<file path="src/rtl/pix_denorm_pkg.sv">
package pix_denorm_pkg;

  localparam int unsigned CODE_W = 12;

  typedef enum logic [1:0] {
    DN_PASS = 2'd0,
    DN_8    = 2'd1,
    DN_10   = 2'd2,
    DN_12   = 2'd3
  } dn_mode_e;

  function automatic logic [CODE_W-1:0] mode_max(input dn_mode_e m);
    case (m)
      DN_8:    mode_max = 12'd255;
      DN_10:   mode_max = 12'd1023;
      default: mode_max = 12'd4095;
    endcase
  endfunction

endpackage

</file>
<file path="src/rtl/dn_scale.sv">
module dn_scale
  import pix_denorm_pkg::*;
#(
  parameter int unsigned IN_W   = 16,
  parameter int unsigned FRAC_W = 15,
  localparam int unsigned PRE_W = IN_W - FRAC_W + CODE_W
) (
  input  logic [IN_W-1:0]  x,
  input  dn_mode_e         mode,
  output logic [PRE_W-1:0] code
);
  localparam int unsigned PROD_W = IN_W + CODE_W;
  localparam logic [PROD_W-1:0] HALF = PROD_W'(1) << (FRAC_W - 1);

  logic [PROD_W-1:0] prod;
  logic [PROD_W-1:0] rnd;
  logic [IN_W-1:0]   trunc;

  always_comb begin
    prod  = PROD_W'(x) * PROD_W'(mode_max(mode));
    rnd   = prod + HALF;
    trunc = x >> (FRAC_W - CODE_W);
    if (mode == DN_PASS) code = trunc[PRE_W-1:0];
    else                 code = rnd[FRAC_W +: PRE_W];
  end

endmodule

</file>
<file path="src/rtl/dn_limit.sv">
module dn_limit
  import pix_denorm_pkg::*;
#(
  parameter int unsigned PRE_W = 13
) (
  input  logic [PRE_W-1:0]  code,
  input  logic [PRE_W-1:0]  lo,
  input  logic [PRE_W-1:0]  hi,
  input  dn_mode_e          mode,
  input  logic              out10,
  output logic [CODE_W-1:0] res
);
  logic [PRE_W-1:0]  v_lo;
  logic [PRE_W-1:0]  v_hi;
  logic [CODE_W:0]   r12;
  logic [CODE_W-2:0] q12;

  always_comb begin
    v_lo = (code < lo) ? lo : code;
    v_hi = (v_lo > hi) ? hi : v_lo;
    r12  = {1'b0, v_hi[CODE_W-1:0]} + 13'd2;
    q12  = r12[CODE_W:2];
    if (!out10) begin
      res = v_hi[CODE_W-1:0];
    end else begin
      case (mode)
        DN_8:    res = {2'b00, v_hi[7:0], 2'b00};
        DN_10:   res = {2'b00, v_hi[9:0]};
        default: res = (q12 > 11'd1023) ? 12'd1023 : {1'b0, q12};
      endcase
    end
  end

endmodule

</file>
<file path="src/rtl/pix_denorm_clamp.sv">
module pix_denorm_clamp
  import pix_denorm_pkg::*;
#(
  parameter int unsigned IN_W   = 16,
  parameter int unsigned FRAC_W = 15,
  parameter int unsigned NCOMP  = 3
) (
  input  logic                    clk,
  input  logic                    rst_n,
  input  logic                    in_vld,
  input  logic [NCOMP*IN_W-1:0]   in_pix,
  input  logic [1:0]              dn_mode,
  input  logic                    out10_en,
  input  logic                    bound_en,
  input  logic [NCOMP*CODE_W-1:0] bound_lo,
  input  logic [NCOMP*CODE_W-1:0] bound_hi,
  output logic                    out_vld,
  output logic [NCOMP*CODE_W-1:0] out_pix
);
  localparam int unsigned PRE_W = IN_W - FRAC_W + CODE_W;
  localparam logic [IN_W-1:0] ONE = IN_W'(1) << FRAC_W;

  dn_mode_e mode_in;
  assign mode_in = dn_mode_e'(dn_mode);

  // stage 1 state
  logic     s1_vld;
  dn_mode_e s1_mode;
  logic     s1_out10;
  logic [NCOMP*PRE_W-1:0] s1_code_d, s1_code_q;
  logic [NCOMP*PRE_W-1:0] s1_lo_d,   s1_lo_q;
  logic [NCOMP*PRE_W-1:0] s1_hi_d,   s1_hi_q;
  // stage 2 next state
  logic [NCOMP*CODE_W-1:0] s2_pix_d;
  // monitor copies of the settings that produced out_pix
  dn_mode_e mon_mode;
  logic     mon_out10;

  logic [CODE_W-1:0] cap_max;
  assign cap_max = mode_max(mode_in);

  for (genvar k = 0; k < NCOMP; k++) begin : g_comp
    logic [CODE_W-1:0] hi_cap;

    dn_scale #(.IN_W(IN_W), .FRAC_W(FRAC_W)) i_scale (
      .x    (in_pix[k*IN_W +: IN_W]),
      .mode (mode_in),
      .code (s1_code_d[k*PRE_W +: PRE_W])
    );

    always_comb begin
      hi_cap = (bound_hi[k*CODE_W +: CODE_W] > cap_max) ? cap_max
                                                         : bound_hi[k*CODE_W +: CODE_W];
      s1_hi_d[k*PRE_W +: PRE_W] = bound_en ? PRE_W'(hi_cap) : PRE_W'(cap_max);
      s1_lo_d[k*PRE_W +: PRE_W] = bound_en ? PRE_W'(bound_lo[k*CODE_W +: CODE_W])
                                           : '0;
    end

    dn_limit #(.PRE_W(PRE_W)) i_limit (
      .code  (s1_code_q[k*PRE_W +: PRE_W]),
      .lo    (s1_lo_q[k*PRE_W +: PRE_W]),
      .hi    (s1_hi_q[k*PRE_W +: PRE_W]),
      .mode  (s1_mode),
      .out10 (s1_out10),
      .res   (s2_pix_d[k*CODE_W +: CODE_W])
    );
  end

  // stage 1 registers, enabled by input valid
  always_ff @(posedge clk or negedge rst_n) begin
    if (!rst_n) begin
      s1_vld    <= 1'b0;
      s1_mode   <= DN_PASS;
      s1_out10  <= 1'b0;
      s1_code_q <= '0;
      s1_lo_q   <= '0;
      s1_hi_q   <= '0;
    end else begin
      s1_vld <= in_vld;
      if (in_vld) begin
        s1_mode   <= mode_in;
        s1_out10  <= out10_en;
        s1_code_q <= s1_code_d;
        s1_lo_q   <= s1_lo_d;
        s1_hi_q   <= s1_hi_d;
      end
    end
  end

  // stage 2 registers, enabled by stage 1 valid
  always_ff @(posedge clk or negedge rst_n) begin
    if (!rst_n) begin
      out_vld   <= 1'b0;
      out_pix   <= '0;
      mon_mode  <= DN_PASS;
      mon_out10 <= 1'b0;
    end else begin
      out_vld <= s1_vld;
      if (s1_vld) begin
        out_pix   <= s2_pix_d;
        mon_mode  <= s1_mode;
        mon_out10 <= s1_out10;
      end
    end
  end

  // exact 1.0 on component 0 reaches the top code two edges later
  p_one_max_r1: assert property (@(posedge clk) disable iff (!rst_n)
    (in_vld && mode_in != DN_PASS && !bound_en && !out10_en &&
     in_pix[IN_W-1:0] == ONE)
    |-> ##2 (out_pix[CODE_W-1:0] == mode_max(mon_mode)));

  // zero input without bounds gives code zero
  p_zero_r4: assert property (@(posedge clk) disable iff (!rst_n)
    (in_vld && !bound_en && in_pix[IN_W-1:0] == '0)
    |-> ##2 (out_pix[CODE_W-1:0] == '0));

  // unformatted output never exceeds the depth's top code
  p_below_max_r4: assert property (@(posedge clk) disable iff (!rst_n)
    (out_vld && !mon_out10) |-> (out_pix[CODE_W-1:0] <= mode_max(mon_mode)));

  // 10-bit field keeps its two top bits clear
  p_out10_top_r7: assert property (@(posedge clk) disable iff (!rst_n)
    (out_vld && mon_out10) |-> (out_pix[CODE_W-1 -: 2] == 2'b00));

  // valid travels with a two-edge delay
  p_vld_r8: assert property (@(posedge clk) disable iff (!rst_n)
    in_vld |-> ##2 out_vld);
  p_novld_r8: assert property (@(posedge clk) disable iff (!rst_n)
    !in_vld |-> ##2 !out_vld);

  // output data holds when no pixel moves into stage 2
  p_hold_r9: assert property (@(posedge clk) disable iff (!rst_n)
    !s1_vld |=> $stable(out_pix));

endmodule

</file>
<file path="config.mk">
export PLATFORM = sky130hd
export DESIGN_NAME = pix_denorm_clamp
export DESIGN_NICKNAME = d
export VERILOG_FILES = /design/src/rtl/pix_denorm_pkg.sv /design/src/rtl/dn_scale.sv /design/src/rtl/dn_limit.sv /design/src/rtl/pix_denorm_clamp.sv
export SDC_FILE = /design/constraint.sdc
export NUM_CORES = 1
export LEC_CHECK = 0
export CORE_ASPECT_RATIO = 0.9
export CORE_MARGIN = 2
export CORE_UTILIZATION = 40
export CTS_CLUSTER_SIZE = 10
export DETAILED_ROUTE_END_ITERATION = 10
export PLACE_DENSITY_LB_ADDON = 0.25
export SYNTH_ARGS = -nofsm -noshare
export SYNTH_HDL_FRONTEND = slang
export SYNTH_SLANG_ARGS = --single-unit
</file>
<file path="constraint.sdc">
create_clock -name clk -period 5.75 [get_ports clk]
set_clock_uncertainty 0.05 [all_clocks]
set_input_delay 0.575 -clock clk [delete_from_list [all_inputs] [get_ports clk]]
set_output_delay 0.575 -clock clk [all_outputs]
set_load 0.03 [all_outputs]
</file>
==> flow_metrics.env, run 1 <==
export IMPL_avgSynthCellArea_sq_um=9.702
export IMPL_grt_util_all_layers=0.2164
export IMPL_max_stage_delay_ns=0.55
export IMPL_cts_root_buffer="clkbuf_16"
export IMPL_synth_top_area_cell="fa_1"
export IMPL_violations="setup timing"
export IMPL_synth_area_sq_um=24060
export IMPL_first_pass_iters=7
export IMPL_synth_ff_type="dfrtp_1"
export IMPL_synth_edf_count=0
export IMPL_grt_max_degree=116
export IMPL_cpMostUsedCell="fa_1"
export IMPL_post_route_util=0.5063
export IMPL_finalNonFillerCells=3708
export IMPL_crit_required_ns=6.01
export IMPL_netlist_top_cells_area="fa_1 31%, ha_1 16%, dfrtp_1 16%"
export IMPL_ys_warn_count=0
export IMPL_multiInputGateArea_sq_um=18690
export IMPL_period_needed_ns=5.938
export IMPL_yosysMostFrequentCell="inv_1"
export IMPL_cp_max_fo=7
export IMPL_wl_mm=64.72
export IMPL_initial_core_util=0.4033
export IMPL_crit_family="adder cells"
export IMPL_async_reset_ff_frac=1.000
export IMPL_dpl_hpwl_mm=53.90
export IMPL_htreeDepth=4
export IMPL_seqCellArea_sq_um=3804
export IMPL_grt_ovfl_total=0
export IMPL_drv_cap=0
export IMPL_drt_iter0_markers=1001
export IMPL_pin_count=164
export IMPL_holdCritPathClass="input port to flip-flop"
export IMPL_slowest_stage="fa_1"
export IMPL_critPathArrivalTime_ns=6.20
export IMPL_fmax_mhz=168.4
export IMPL_syn_inst=2480
export IMPL_via_per_inst=5.135
export IMPL_syn_num_nets=3291
export IMPL_gp_congestion=0.8882
export IMPL_fin_crit_sh=1.033
export IMPL_endpoint_kind="flip-flop"
export IMPL_clk_latency_ns=0.45
export IMPL_dieArea_sq_um=62130
export IMPL_grt_pass1_wl_mm=108.1
export IMPL_ant_nets=0
export IMPL_grt_setup_unrepaired="yes"
export IMPL_ys_ff_latch=152
export IMPL_setup_viol=9
export IMPL_critical_path_cell_chain="buf_8, inv_6, ha_4, buf_12, nor2b_4, fa_1, inv_1, fa_1, inv_1, fa_1, inv_1, fa_1, inv_1, fa_1, ha_2, or4_4, a211oi_4, a211oi_4, o31a_1, o41a_1, a41o_1, or3_1, nand2_1, o21ai_1"
export IMPL_nets=3723
export IMPL_die_h_um=236.7
export IMPL_num_vias=19040
export IMPL_final_layout_size_suffix_gt1_frac=0.1874
export IMPL_tritoncts="built"
export IMPL_worst_pin_slew_ns=1.115
export IMPL_fillCellCount=5440
export IMPL_critPathKind="input port to flip-flop"
export IMPL_path_clk_slew_ns=0.07
export IMPL_slew_violations=0
export IMPL_placementRows=85
export IMPL_dieWidth_um=262.5
export IMPL_relSlewSlack=0.2486
export IMPL_antenna_found_initial=1
export IMPL_area_growth_pct=25.54
export IMPL_finalHoldViolCount=0
export IMPL_port_buffers=163
export IMPL_first_global_vias=20630
export IMPL_ys_top_cells_by_count="495 x inv_1, 375 x fa_1, 309 x ha_1, 152 x dfrtp_1, 149 x o21ai_0"
export IMPL_path_buf_inv=7
export IMPL_fp_coreArea_sq_um=59660
export IMPL_numClockSinks=152
export IMPL_antennaDiodeCount=0
export IMPL_drc=0
export IMPL_yosysSeqAreaShare=0.1581
export IMPL_wl_per_cell_um=17.45
export IMPL_clk_path_buf_depth=2
export IMPL_yosysTopAreaCellShare=0.3120
export IMPL_cts_buffers=17
export IMPL_dp_cells=3648
export IMPL_setup_slack_ns=-0.1876
export IMPL_status="finished, violations left"
export IMPL_yosysUniqueCellTypes=83
export IMPL_worst_setup_path_start_kind="input port"
-- flip-flops by register name, summed over array words and instances (netlist names) --
signal and cells:
s1_code_q 39, out_pix 36, s1_hi_q 36, s1_lo_q 36, s1_mode 2, out_vld 1, s1_out10 1, s1_vld 1
-- path summary, 6_finish.rpt --
kind | depth (start not counted) | start | to | slack [ns]
max | 24 | dn_mode[1] | s1_code_q[37] | -0.19
min in group asynchronous | 2 | rst_n | out_pix[16] | 0.56
max reg2reg | 18 | s1_lo_q[2] | out_pix[9] | 0.39
min | 3 | dn_mode[1] | s1_mode[1] | 0.30
max in group asynchronous | 3 | rst_n | s1_lo_q[5] | 3.75
min reg2reg | 2 | out_pix[13] | out_pix[13] | 0.45
-- cell families (layout without fill, tap and decap cells) --
kind of cell	after synthesis	count (layout)	share of synthesized area
and+or+nand+nor	475	475	0.1002
xor gates and xnor gates	52	52	0.01893
muxes	73	73	0.03328
DFF	152	152	0.1581
adders and majority gates	684	684	0.4727
buffers and inverters	571	1016	0.09017
AOI/OAI and AO/OA	473	473	0.1267
-- cell usage in the layout (no fill, tap or decap), types with 20 or more instances in the layout --
| master | count |
|---|---|
| o211ai_1 | 20 |
| dfrtp_1 | 152 |
| fa_1 | 364 |
| mux2_2 | 52 |
| nand2_1 | 83 |
| mux2i_1 | 20 |
| nand4_1 | 28 |
| a21oi_1 | 91 |
| ha_1 | 301 |
| buf_4 | 300 |
| a21o_1 | 29 |
| inv_1 | 485 |
| nand3_1 | 69 |
| clkdlybuf4s50_1 | 145 |
| o21ai_0 | 140 |
| a31oi_1 | 22 |
| xnor2_1 | 32 |
| nor2b_1 | 65 |
| nor2_1 | 114 |
-- stage by stage --
stage               hold WS (ns)  cell area, sq um  setup slack [ns]  setup TNS, ns
global route              0.2970             30210           -0.3640         -4.133
finish                    0.2992             30210           -0.1876        -0.6169
floorplan                 0.2294             24190           -0.4402         -3.969
detailed placement        0.4364             28710            -1.351         -39.92
global placement          0.4172             28710            -1.339         -36.97
CTS                       0.2745             29780           -0.2762         -1.392
-- area by class of cell --
type                       count  area share
multi-input combinational   1757      0.6187
timing repair buffer         489      0.1409
sequential                   152      0.1259
inverter                     495     0.06176
tap                          783     0.03243
clock buffer                  18     0.01454
clock inverter                14    0.005716
-- what timing repair did --
action                                  4_1_cts  5_1_grt
setup buffers                                12       14
gates cloned                                  1        0
endpoints found under the setup margin       39       34
pin swaps                                    38       82
hold endpoints to repair                      1        0
gates resized for setup                     111       75
hold buffers                                  1        0
-- worst min-delay path, cell delays in order --
cell	delay, ns
buf_8	0.09
nand2_1	0.04
o21ai_0	0.05
-- metal layers --
metal / up-vias / GRT usage / routed length [um]
li1: 9068 / - / -
met3: 63 / 0.02423 / 1890
met5: - / 0 / 0
met2: 343 / 0.3746 / 31840
met1: 9566 / 0.2947 / 29950
met4: 0 / 0.04145 / 1038
Power of run 1 is left out: the tool's default activity adds up to more than one toggle a clock period on the data nets, which glitch-free logic cannot reach.
==> run 2, diff against run 1 <==
- GPL_TIMING_DRIVEN: unset -> 0
==> run 2 against run 1 <==
Effect of this change:
- flip-flop and latch count stayed put
- the flow still finishes with violations (setup timing)
- core utilization fell by 2.8 points
- critical path depth grew 1
==> flow_metrics.env, run 2 (synthesized netlist as in run 1, its figures left out) <==
export IMPL_finalHoldViolCount=0
export IMPL_htreeDepth=4
export IMPL_worst_setup_path_start_kind="input port"
export IMPL_dpl_hpwl_mm=57.55
export IMPL_pre_cts_ws_ns=-2.643
export IMPL_ant_nets=0
export IMPL_drc=0
export IMPL_nets=3511
export IMPL_initial_core_util=0.4033
export IMPL_slew_violations=0
export IMPL_dieWidth_um=262.5
export IMPL_grt_pass1_wl_mm=112.1
export IMPL_final_layout_size_suffix_gt1_frac=0.1066
export IMPL_dieArea_sq_um=62130
export IMPL_clk_latency_ns=0.45
export IMPL_setup_slack_ns=-0.3942
export IMPL_grt_ovfl_total=0
export IMPL_largest_reg_flops=39
export IMPL_path_clk_slew_ns=0.06
export IMPL_grt_setup_unrepaired="yes"
export IMPL_pin_count=164
export IMPL_first_global_vias=20170
export IMPL_fin_crit_sh=1.069
export IMPL_worst_pin_slew_ns=0.9503
export IMPL_antenna_found_initial=1
export IMPL_mostFrequentLayoutCell="inv_1"
export IMPL_tritoncts="built"
export IMPL_port_buffers=163
export IMPL_gp_congestion=0.9428
export IMPL_drv_cap=0
export IMPL_grt_max_degree=88
export IMPL_fmax_mhz=162.8
export IMPL_clk_path_buf_depth=2
export IMPL_endpoint_kind="flip-flop"
export IMPL_period_needed_ns=6.144
export IMPL_drt_iter0_markers=1180
export IMPL_die_h_um=236.7
export IMPL_fp_coreArea_sq_um=59660
export IMPL_area_growth_pct=18.48
export IMPL_final_area_sq_um=28510
export IMPL_placed_area_sq_um=26830
export IMPL_num_vias=18790
export IMPL_setup_viol=15
export IMPL_numClockSinks=152
export IMPL_cts_buffers=17
export IMPL_status="finished, violations left"
export IMPL_cts_root_buffer="clkbuf_16"
export IMPL_seqCellArea_sq_um=3804
export IMPL_fillCellCount=5559
export IMPL_critPathArrivalTime_ns=6.42
export IMPL_wl_per_cell_um=19.75
export IMPL_wl_mm=69.05
export IMPL_grt_util_all_layers=0.2303
export IMPL_first_pass_iters=7
export IMPL_holdCritPathClass="input port to async pin"
export IMPL_final_cell_mix="485 x inv_1, 371 x fa_1, 299 x ha_1, 152 x dfrtp_1, 139 x o21ai_0"
export IMPL_placementRows=85
export IMPL_critPathKind="input port to flip-flop"
export IMPL_largest_register="s1_code_q"
export IMPL_via_per_inst=5.374
export IMPL_cp_max_fo=11
export IMPL_multiInputGateArea_sq_um=18800
export IMPL_relSlewSlack=0.3608
export IMPL_violations="setup timing"
export IMPL_crit_required_ns=6.02
-- run 2: area by class of cell --
type / instances / area share
antenna: 2 / 0.0001756
timing repair buffer: 203 / 0.06764
multi-input combinational: 1757 / 0.6595
sequential: 152 / 0.1334
buffer: 74 / 0.01690
tap: 783 / 0.03437
inverter: 495 / 0.06544
clock inverter: 12 / 0.006979
clock buffer: 19 / 0.01554
-- run 2: critical path, cell delays in order --
cell and delay [ns]:
buf_12 0.09, inv_4 0.03, ha_4 0.26, buf_6 0.11, buf_4 0.12, clkbuf_16 0.17, nand2b_1 0.13, inv_1 0.07
fa_1 0.50, inv_1 0.05, fa_1 0.49, fa_1 0.44, fa_1 0.49, inv_1 0.05, fa_1 0.43, ha_1 0.24
or4_4 0.44, a211oi_4 0.21, a211oi_2 0.14, o31a_1 0.28, o41a_1 0.37, a41o_1 0.27, or3_1 0.31, nand2_1 0.07
o21ai_1 0.05
-- run 2: path summary, 6_finish.rpt --
path	startpoint	end	slack (ns)	cells after the start
worst min register to register	s1_vld	out_vld	0.40	0
worst max-delay path	dn_mode[0]	s1_code_q[37]	-0.39	25
max in group asynchronous	rst_n	s1_hi_q[0]	4.68	2
worst min-delay path	rst_n	out_pix[15]	0.06	1
min in group clk	dn_mode[1]	s1_mode[1]	0.31	3
worst max register to register	s1_code_q[23]	out_pix[21]	0.35	21
-- run 2: repair_timing --
action / CTS / global route
setup buffers: 35 / 8
hold buffers: 0 / 0
pin swaps: 74 / 46
endpoints found under the setup margin: 41 / 53
gates resized for setup: 186 / 81
-- run 2: per-stage QoR --
step	cells	utilization	setup TNS, ns	hold slack [ns]
final	3497	0.4778	-2.545	0.05658
after global placement	3426	0.4491	-409.48	0.3924
after CTS	3492	0.4736	-4.082	0.09190
after global routing	3495	0.4777	-7.074	0.1239
after floorplan	2480	-	-3.969	0.2294
after detailed placement	3427	0.4496	-61.68	0.3850
-- run 2: layer usage --
layer	vias up	global-route usage	routed length (um)
met2	502	0.3760	32210
met3	93	0.02361	3584
met5	-	0	0
met1	9566	0.3297	31680
li1	8632	-	-
met4	0	0.05625	1577
Power of run 2 is left out for the same reason.
==> run 3, diff against run 2 <==
- RECOVER_POWER: unset -> 50
==> run 3 against run 2 <==
Effect of this change:
- the flow finishes with violations (capacitance limit, slew limit, setup timing)
- final cell count is essentially flat
- register-to-register slack worse by 0.09 ns
- flip-flop and latch count stayed put
- global-route usage unchanged
- core utilization is 0.055 points lower
- critical endpoint unchanged
- final area decreased by 0.11%
- critical path depth did not move
- routed wire length barely moved
- die area is the same
==> flow_metrics.env, run 3 (synthesized netlist as in run 1, its figures left out) <==
export IMPL_initial_core_util=0.4033
export IMPL_fmax_mhz=162.8
export IMPL_worst_pin_slew_ns=3.590
export IMPL_drv_cap=2
export IMPL_nets=3511
export IMPL_wl_mm=69.10
export IMPL_holdCritPathClass="input port to flip-flop"
export IMPL_grt_util_all_layers=0.2303
export IMPL_setup_viol=14
export IMPL_largest_reg_flops=39
export IMPL_numClockSinks=152
export IMPL_wl_per_cell_um=19.76
export IMPL_finalHoldViolCount=0
export IMPL_slowest_stage="fa_1"
export IMPL_worst_setup_path_start_kind="input port"
export IMPL_setup_slack_ns=-0.3908
export IMPL_first_pass_iters=5
export IMPL_violations="capacitance limit, slew limit, setup timing"
export IMPL_pin_count=164
export IMPL_grt_ovfl_total=0
export IMPL_clk_latency_ns=0.45
export IMPL_fin_crit_sh=1.068
export IMPL_cts_root_buffer="clkbuf_16"
export IMPL_post_route_util=0.4773
export IMPL_first_global_vias=20170
export IMPL_dieWidth_um=262.5
export IMPL_htreeDepth=4
export IMPL_ant_nets=0
export IMPL_relSlewSlack=-1.394
export IMPL_grt_setup_unrepaired="yes"
export IMPL_status="finished, violations left"
export IMPL_critPathKind="input port to flip-flop"
export IMPL_cp_max_fo=10
export IMPL_area_growth_pct=18.35
export IMPL_endpoint_kind="flip-flop"
export IMPL_drt_iter0_markers=1190
export IMPL_gp_congestion=0.9428
export IMPL_crit_required_ns=6.02
export IMPL_dpl_hpwl_mm=57.55
export IMPL_cts_buffers=17
export IMPL_slew_violations=155
export IMPL_clk_path_buf_depth=2
export IMPL_path_clk_slew_ns=0.06
export IMPL_fp_coreArea_sq_um=59660
export IMPL_port_buffers=163
export IMPL_period_needed_ns=6.141
export IMPL_mostFrequentLayoutCell="inv_1"
export IMPL_cpMostUsedCell="fa_1"
export IMPL_via_per_inst=5.377
export IMPL_num_vias=18800
export IMPL_grt_pass1_wl_mm=112.1
export IMPL_hold_buffers=0
export IMPL_antenna_found_initial=1
export IMPL_critPathArrivalTime_ns=6.41
export IMPL_drc=0
export IMPL_placementRows=85
export IMPL_whs_ns=0.3151
export IMPL_pre_cts_ws_ns=-2.643
export IMPL_die_h_um=236.7
export IMPL_final_cell_mix="485 x inv_1, 371 x fa_1, 299 x ha_1, 152 x dfrtp_1, 139 x o21ai_0"
export IMPL_grt_max_degree=88
export IMPL_final_layout_size_suffix_gt1_frac=0.1062
export IMPL_tritoncts="built"
export IMPL_dieArea_sq_um=62130
export IMPL_max_stage_delay_ns=0.50
export IMPL_largest_register="s1_code_q"
[run 3: cell types whose count changed in the layout (fill, tap and decap cells not counted)]
cell and delta:
buf_2 +1, buf_16 -1, diode_2 -1, buf_6 -1
clkbuf_1 +1
[run 3: timing repair]
| action | in CTS | in global routing |
|---|---|---|
| gates resized for setup | 186 | 81 |
| buffers inserted | 35 | 8 |
| endpoints found under the setup margin | 41 | 53 |
| pin swaps | 74 | 46 |
[run 3: critical path: cells and delay by family]
family	cells	cell delay (ns)
AOI/OAI and AO/OA	6	1.32
adders and majority gates	7	2.85
buffers and inverters	8	0.69
and+or+nand+nor	4	0.96
[run 3: path summary, 6_finish.rpt]
kind / startpoint / to / slack, ns / cells past startpoint
max in group asynchronous: rst_n / s1_hi_q[0] / 0.90 / 2
min: dn_mode[1] / s1_mode[1] / 0.32 / 3
max: dn_mode[0] / s1_code_q[37] / -0.39 / 25
min in group asynchronous: rst_n / out_pix[15] / 1.28 / 1
max reg2reg: s1_code_q[23] / out_pix[18] / 0.26 / 19
min reg2reg: s1_vld / out_vld / 0.40 / 0
[run 3: layout make-up]
cell class | count | area (sq um)
clock inverters | 12 | 198.9
plain buffers | 74 | 481.7
well taps | 783 | 979.7
fillers | 5560 | 31190
flip-flops and latches | 152 | 3804
clock buffers | 19 | 442.9
inverters | 495 | 1866
multi-input cells | 1757 | 18800
diodes | 1 | 2.502
repair buffers | 203 | 1898
[run 3: metrics by stage]
step / area, sq um / TNS (ns) / std cells
after floorplan: 24190 / -3.969 / 2480
after global placement: 26800 / -409.48 / 3426
after detailed placement: 26830 / -61.68 / 3427
after CTS: 28260 / -4.082 / 3492
after global routing: 28470 / -21.16 / 3495
final: 28470 / -2.497 / 3496
[run 3: layer usage]
| metal | vias to the layer above | wire [um] | global-route usage |
|---|---|---|---|
| met5 | - | 0 | 0 |
| met4 | 0 | 1464 | 0.05625 |
| met3 | 80 | 3218 | 0.02361 |
| met2 | 475 | 32260 | 0.3760 |
| met1 | 9616 | 32160 | 0.3297 |
| li1 | 8628 | - | - |
Power of run 3 is left out for the same reason.
